## src/rtl/pdn_pkg.sv

```systemverilog
package pdn_pkg;

    typedef enum logic [1:0] {
        OP_OTHER = 2'd0,
        OP_ARM   = 2'd1,
        OP_REQ_A = 2'd2,
        OP_REQ_B = 2'd3
    } pdn_op_e;

    typedef enum logic [1:0] {
        ST_RUN   = 2'd0,
        ST_SLEEP = 2'd1,
        ST_WAKE  = 2'd2
    } pdn_state_e;

    typedef enum logic [1:0] {
        KIND_NONE = 2'b00,
        KIND_A    = 2'b01,
        KIND_B    = 2'b10
    } pdn_kind_e;

    typedef struct packed {
        logic    valid;
        pdn_op_e op;
    } pdn_instr_t;

    localparam int PIN_EN_W = 4;
    localparam int PIN0_BIT = 0;
    localparam int PIN1_BIT = 2;

    function automatic logic is_request(input pdn_op_e op);
        return (op == OP_REQ_A) || (op == OP_REQ_B);
    endfunction

    function automatic pdn_kind_e kind_of(input pdn_op_e op);
        return (op == OP_REQ_B) ? KIND_B : KIND_A;
    endfunction

endpackage

```

## src/rtl/pdn_arm_track.sv

```systemverilog
module pdn_arm_track
    import pdn_pkg::*;
(
    input  logic       clk,
    input  logic       rst,
    input  pdn_instr_t ins,
    input  logic       irq_en,
    input  logic       running,
    output logic       armed
);
    logic armed_q;
    logic armed_d;

    always_comb begin
        armed_d = armed_q;
        if (!running) begin
            armed_d = 1'b0;
        end else if (ins.valid) begin
            armed_d = (ins.op == OP_ARM) && !irq_en;
        end
    end

    always_ff @(posedge clk) begin
        if (rst) armed_q <= 1'b0;
        else     armed_q <= armed_d;
    end

    assign armed = armed_q;
endmodule

```

## src/rtl/pdn_wake_detect.sv

```systemverilog
module pdn_wake_detect
    import pdn_pkg::*;
#(
    parameter int P0_W = 4,
    parameter int P1_W = 4
)(
    input  logic [P0_W-1:0]     en_p0,
    input  logic [P1_W-1:0]     en_p1,
    input  logic [PIN_EN_W-1:0] en_pin,
    input  logic [P0_W-1:0]     lvl_p0,
    input  logic [P1_W-1:0]     lvl_p1,
    input  logic                lvl_pin0,
    input  logic                lvl_pin1,
    input  logic                tmr_flag,
    output logic                wake_any
);
    localparam int N_SRC = P0_W + P1_W + 3;

    logic [P0_W-1:0]  hit_p0;
    logic [P1_W-1:0]  hit_p1;
    logic [N_SRC-1:0] hits;
    logic             unused_pin_bits;

    for (genvar i = 0; i < P0_W; i++) begin : g_p0
        assign hit_p0[i] = en_p0[i] & lvl_p0[i];
    end

    for (genvar j = 0; j < P1_W; j++) begin : g_p1
        assign hit_p1[j] = en_p1[j] & lvl_p1[j];
    end

    assign hits = {hit_p1, hit_p0,
                   en_pin[PIN1_BIT] & lvl_pin1,
                   en_pin[PIN0_BIT] & lvl_pin0,
                   tmr_flag};

    assign wake_any = |hits;

    assign unused_pin_bits = en_pin[1] ^ en_pin[3];
endmodule

```

## src/rtl/pdn_seq.sv

```systemverilog
module pdn_seq
    import pdn_pkg::*;
(
    input  logic       clk,
    input  logic       rst,
    input  pdn_instr_t ins,
    input  logic       armed,
    input  logic       wake_any,
    input  logic       ext_clk_sel,
    input  logic       status_clr,
    input  logic       regs_restored,
    output pdn_state_e state,
    output pdn_kind_e  kind,
    output logic       regs_invalid
);
    pdn_state_e state_q, state_d;
    pdn_kind_e  kind_q, kind_d;
    logic       inval_q, inval_d;
    logic       accept;
    logic       enter_wake;

    assign accept = (state_q == ST_RUN) && ins.valid && is_request(ins.op)
                    && armed && !ext_clk_sel;

    always_comb begin
        state_d    = state_q;
        enter_wake = 1'b0;
        unique case (state_q)
            ST_RUN: begin
                if (accept) begin
                    if (wake_any) begin
                        state_d    = ST_WAKE;
                        enter_wake = 1'b1;
                    end else begin
                        state_d = ST_SLEEP;
                    end
                end
            end
            ST_SLEEP: begin
                if (wake_any) begin
                    state_d    = ST_WAKE;
                    enter_wake = 1'b1;
                end
            end
            ST_WAKE: state_d = ST_RUN;
            default: state_d = ST_RUN;
        endcase
    end

    always_comb begin
        kind_d = kind_q;
        if (accept)                                   kind_d = kind_of(ins.op);
        else if (status_clr && state_q == ST_RUN)     kind_d = KIND_NONE;
    end

    always_comb begin
        inval_d = inval_q;
        if (enter_wake)         inval_d = 1'b1;
        else if (regs_restored) inval_d = 1'b0;
    end

    always_ff @(posedge clk) begin
        if (rst) begin
            state_q <= ST_RUN;
            kind_q  <= KIND_NONE;
            inval_q <= 1'b0;
        end else begin
            state_q <= state_d;
            kind_q  <= kind_d;
            inval_q <= inval_d;
        end
    end

    assign state        = state_q;
    assign kind         = kind_q;
    assign regs_invalid = inval_q;
endmodule

```

## src/rtl/pdn_ctrl.sv

```systemverilog
module pdn_ctrl
    import pdn_pkg::*;
#(
    parameter int P0_W = 4,
    parameter int P1_W = 4
)(
    input  logic                clk,
    input  logic                rst,
    input  logic                ins_valid,
    input  logic [1:0]          ins_op,
    input  logic                irq_en,
    input  logic                ext_clk_sel,
    input  logic [P0_W-1:0]     wk_en_p0,
    input  logic [P1_W-1:0]     wk_en_p1,
    input  logic [PIN_EN_W-1:0] wk_en_pin,
    input  logic [P0_W-1:0]     p0_wake_lvl,
    input  logic [P1_W-1:0]     p1_wake_lvl,
    input  logic                pin0_wake_lvl,
    input  logic                pin1_wake_lvl,
    input  logic                tmr_irq_flag,
    input  logic                status_clr,
    input  logic                regs_restored,
    output logic                clk_stop,
    output logic [1:0]          pd_status,
    output logic                wake_pulse,
    output logic                wdt_rearm,
    output logic                regs_invalid
);
    pdn_instr_t ins;
    pdn_state_e state;
    pdn_kind_e  kind;
    logic       armed;
    logic       wake_any;

    assign ins.valid = ins_valid;
    assign ins.op    = pdn_op_e'(ins_op);

    pdn_arm_track u_arm (
        .clk     (clk),
        .rst     (rst),
        .ins     (ins),
        .irq_en  (irq_en),
        .running (state == ST_RUN),
        .armed   (armed)
    );

    pdn_wake_detect #(.P0_W(P0_W), .P1_W(P1_W)) u_wake (
        .en_p0    (wk_en_p0),
        .en_p1    (wk_en_p1),
        .en_pin   (wk_en_pin),
        .lvl_p0   (p0_wake_lvl),
        .lvl_p1   (p1_wake_lvl),
        .lvl_pin0 (pin0_wake_lvl),
        .lvl_pin1 (pin1_wake_lvl),
        .tmr_flag (tmr_irq_flag),
        .wake_any (wake_any)
    );

    pdn_seq u_seq (
        .clk           (clk),
        .rst           (rst),
        .ins           (ins),
        .armed         (armed),
        .wake_any      (wake_any),
        .ext_clk_sel   (ext_clk_sel),
        .status_clr    (status_clr),
        .regs_restored (regs_restored),
        .state         (state),
        .kind          (kind),
        .regs_invalid  (regs_invalid)
    );

    assign clk_stop   = (state == ST_SLEEP);
    assign wake_pulse = (state == ST_WAKE);
    assign wdt_rearm  = (state == ST_WAKE);
    assign pd_status  = kind;
endmodule

```

## config.mk

```make
export PLATFORM = sky130hd
export DESIGN_NAME = pdn_ctrl
export DESIGN_NICKNAME = d
export VERILOG_FILES = /design/src/rtl/pdn_pkg.sv /design/src/rtl/pdn_arm_track.sv /design/src/rtl/pdn_wake_detect.sv /design/src/rtl/pdn_seq.sv /design/src/rtl/pdn_ctrl.sv
export SDC_FILE = /design/constraint.sdc
export NUM_CORES = 1
export LEC_CHECK = 0
export ABC_AREA = 1
export BUFFER_PORTS_ARGS = -buffer_cell sky130_fd_sc_hd__buf_2
export CAP_MARGIN = 5
export CORE_AREA = 2 2 39 41
export CTS_CLUSTER_DIAMETER = 60
export DETAILED_ROUTE_END_ITERATION = 7
export DIE_AREA = 0 0 41 43
export PLACE_DENSITY_LB_ADDON = 0.12
export SKIP_LAST_GASP = 1
export SYNTH_ARGS = -nofsm -noshare
export SYNTH_HDL_FRONTEND = slang
export SYNTH_SLANG_ARGS = --single-unit
```

## constraint.sdc

```tcl
create_clock -name clk -period 1.1 [get_ports clk]
set_input_delay 0.11 -clock clk [delete_from_list [all_inputs] [get_ports clk]]
set_output_delay 0.11 -clock clk [all_outputs]
set_load 0.05 [all_outputs]
```

==> results.md <==
* Highest-count cells in the layout ignoring fill and taps: buf_2 (32), nand2_1 (22), inv_1 (7), dfxtp_1 (5)
* Wire per inst at 7.86 µm
* Vias per inst at 4.19
* Sequential share of power at 42.4%
* Clk root buf: clkbuf_4
* Sw frac at 24.0%
* # port buffers at 35
* Critical path required time at 990 ps
* Initial DRC Count at 2
* Cell Area, Synth at 352 µm²
* DRC viols at 0
* Core Rows at 14
* Fin area at 584 µm²
* RePlAce Congestion at 0.649
* Worst-Margin Slew at 249 ps
* Net Sw Power at 0.126 mW
* GR peak layer: met2
* Final clock skew at 2.20 ps
* Final setup vio count at 0
* Cell Area, Placed at 547 µm²
* Overflow after GRT at 0
* Die X at 41 µm
* Fin Setup TNS at 0 ps
* Slew HR at 83.5%
* Die area at 1760 µm²
* Pre-CTS setup slack at 127 ps
* Final WL at 857 µm
* Share of cells above drive strength 1 at 49.5%
* Max Cap Violations at 0
* Met3 GRT Util at 1.57%
* CTS clk-pin slew, worst paths at 50 ps
* Post-CTS Resized at 5
* CTS buffer count at 3
* Worst VDD drop at 0.338 mV
* Clk sink count at 6
* Core Box Area at 1380 µm²
* M2 GR Usage at 18.4%
* Vias in the first global route at 399
* Critical path startpoint category: register
* Syn nets at 88
* Post-synth cell types at 13
* Hold WC Path Type: primary input to register
* Worst setup EP type: output pin
* Mapped Cells at 56
* First-pass GRT wire length at 1.33 mm
* First drt pass iteration count at 2
* Leakage at 0.353 nW
* Fillers at 150
* Met1 usage at 11.2%
* Most common cell after layout, fill and taps aside: buf_2
* Max FO, Critical Path at 3
* Final Hold Viols at 0
* Clk_lat worst skew at 250 ps
* Yosys warnings at 0
* HPWL after detailed placement at 718 µm
* Htree depth at 1
* Arr. time, crit path at 940 ps
* I/O pin cnt at 38
* Crit path time final at 1050 ps
* Final Power at 0.526 mW
* Die Y-Extent at 43 µm
* Power share of the clock group at 39.1%
* Post-route ant nets at 0
* Hold Buf Count CTS at 0
* Setup bufs post-CTS at 0
* Post-Route Utilization at 42.2%
* CP Class: register to output pin
* Comb pwr share at 18.4%
* Initial antenna violation count at 0
* Period utilisation layout at 95.7%
* CTS Buffer Depth at 2
* Avg Inst Size Synth at 6.28 µm²
* FMAX at 950 MHz
* Slew Limit Fails at 0
* Status: complete, no violations
* Number of synthesized register bits at 6
* Setup slack after layout at 47.7 ps
* Via count at 457
* CTS tree: done
* Pwr Density at 900 nW/µm²
* Power Internal at 0.400 mW
* Sequential area share after synthesis at 34.2%
* P&R area growth vs syn at 66.2%
* Nets at 127
* N_diodes at 0
* Largest net degree at the start of global routing at 5
* Gr usage total at 11.5%
* Initial Util at 25.4%
[synth_stat cells (all sizes together)]
master  count  area share, %
nand4       1            1.8
dfxtp       6             34
inv         8            8.5
nand3b      3            6.4
a21oi       4            6.8
nand3       3            5.7
buf         1            2.1
nor2        6            7.8
nand2      23             25
o211ai      1            2.1
[metrics by stage]
stage                     std cells  hold WS [ps]
final                           109          62.3
after global routing            109          62.1
after CTS                       109          54.8
after detailed placement        106           317
after global placement          106           318
after floorplan                  56           179
[critical path, stage by stage (launching register included)]
cell and delay [ps]:
dfxtp_1 320, inv_2 90, nand2_2 70, inv_1 70, buf_6 150
[final timing paths]
kind / startpoint / end / slack, ps / cells after the start
worst max-delay path: u_seq.state[1] / clk_stop / 50 / 4
worst min-delay path: rst / u_seq.kind[0] / 60 / 2
worst max register to register: u_seq.state[0] / u_seq.regs_invalid / 140 / 5
worst min register to register: u_seq.kind[1] / u_seq.kind[1] / 460 / 2
[layout make-up]
class                           count  area, µm²  area share, %
Multi-Input combinational cell     41        204           34.9
Tap cell                           16       20.0           3.43
Clock buffer                        3       22.5           3.85
Inverter                            8       30.0           5.14
Sequential cell                     6        121           20.8
Timing Repair Buffer               35        186           31.9
[kinds of logic (layout without fill, tap and decap cells)]
family          after synthesis  after routing  synth area share [%]
simple gates                 36             36                  46.3
buf+inv                       9             46                  10.7
compound gates                5              5                  8.90
flops                         6              6                  34.2
[sequential cells by signal, indices dropped and copies added, names as in the netlist]
register and flops:
u_seq.state 2, u_seq.regs_invalid 1, u_seq.kind 2, u_arm.armed 1
[per-layer routing]
layer | vias up | part of all wire (%) | wire (µm)
li1 | 248 | - | -
met2 | 29 | 46 | 392
met5 | - | 0 | 0
met4 | 0 | 2.9 | 25
met3 | 4 | 13 | 108
met1 | 176 | 39 | 331
[power by group through the flow]
stage / Sequential (mW) / Combinational, mW / Clock [mW]
2_1_floorplan: 0.231 / 0.0372 / 0
3_3_place_gp: 0.227 / 0.0969 / 0
3_5_place_dp: 0.227 / 0.0975 / 0
4_1_cts: 0.223 / 0.0984 / 0.219
5_1_grt: 0.223 / 0.111 / 0.225
6_report: 0.223 / 0.0969 / 0.206
(Power assumes the default switching activity.)
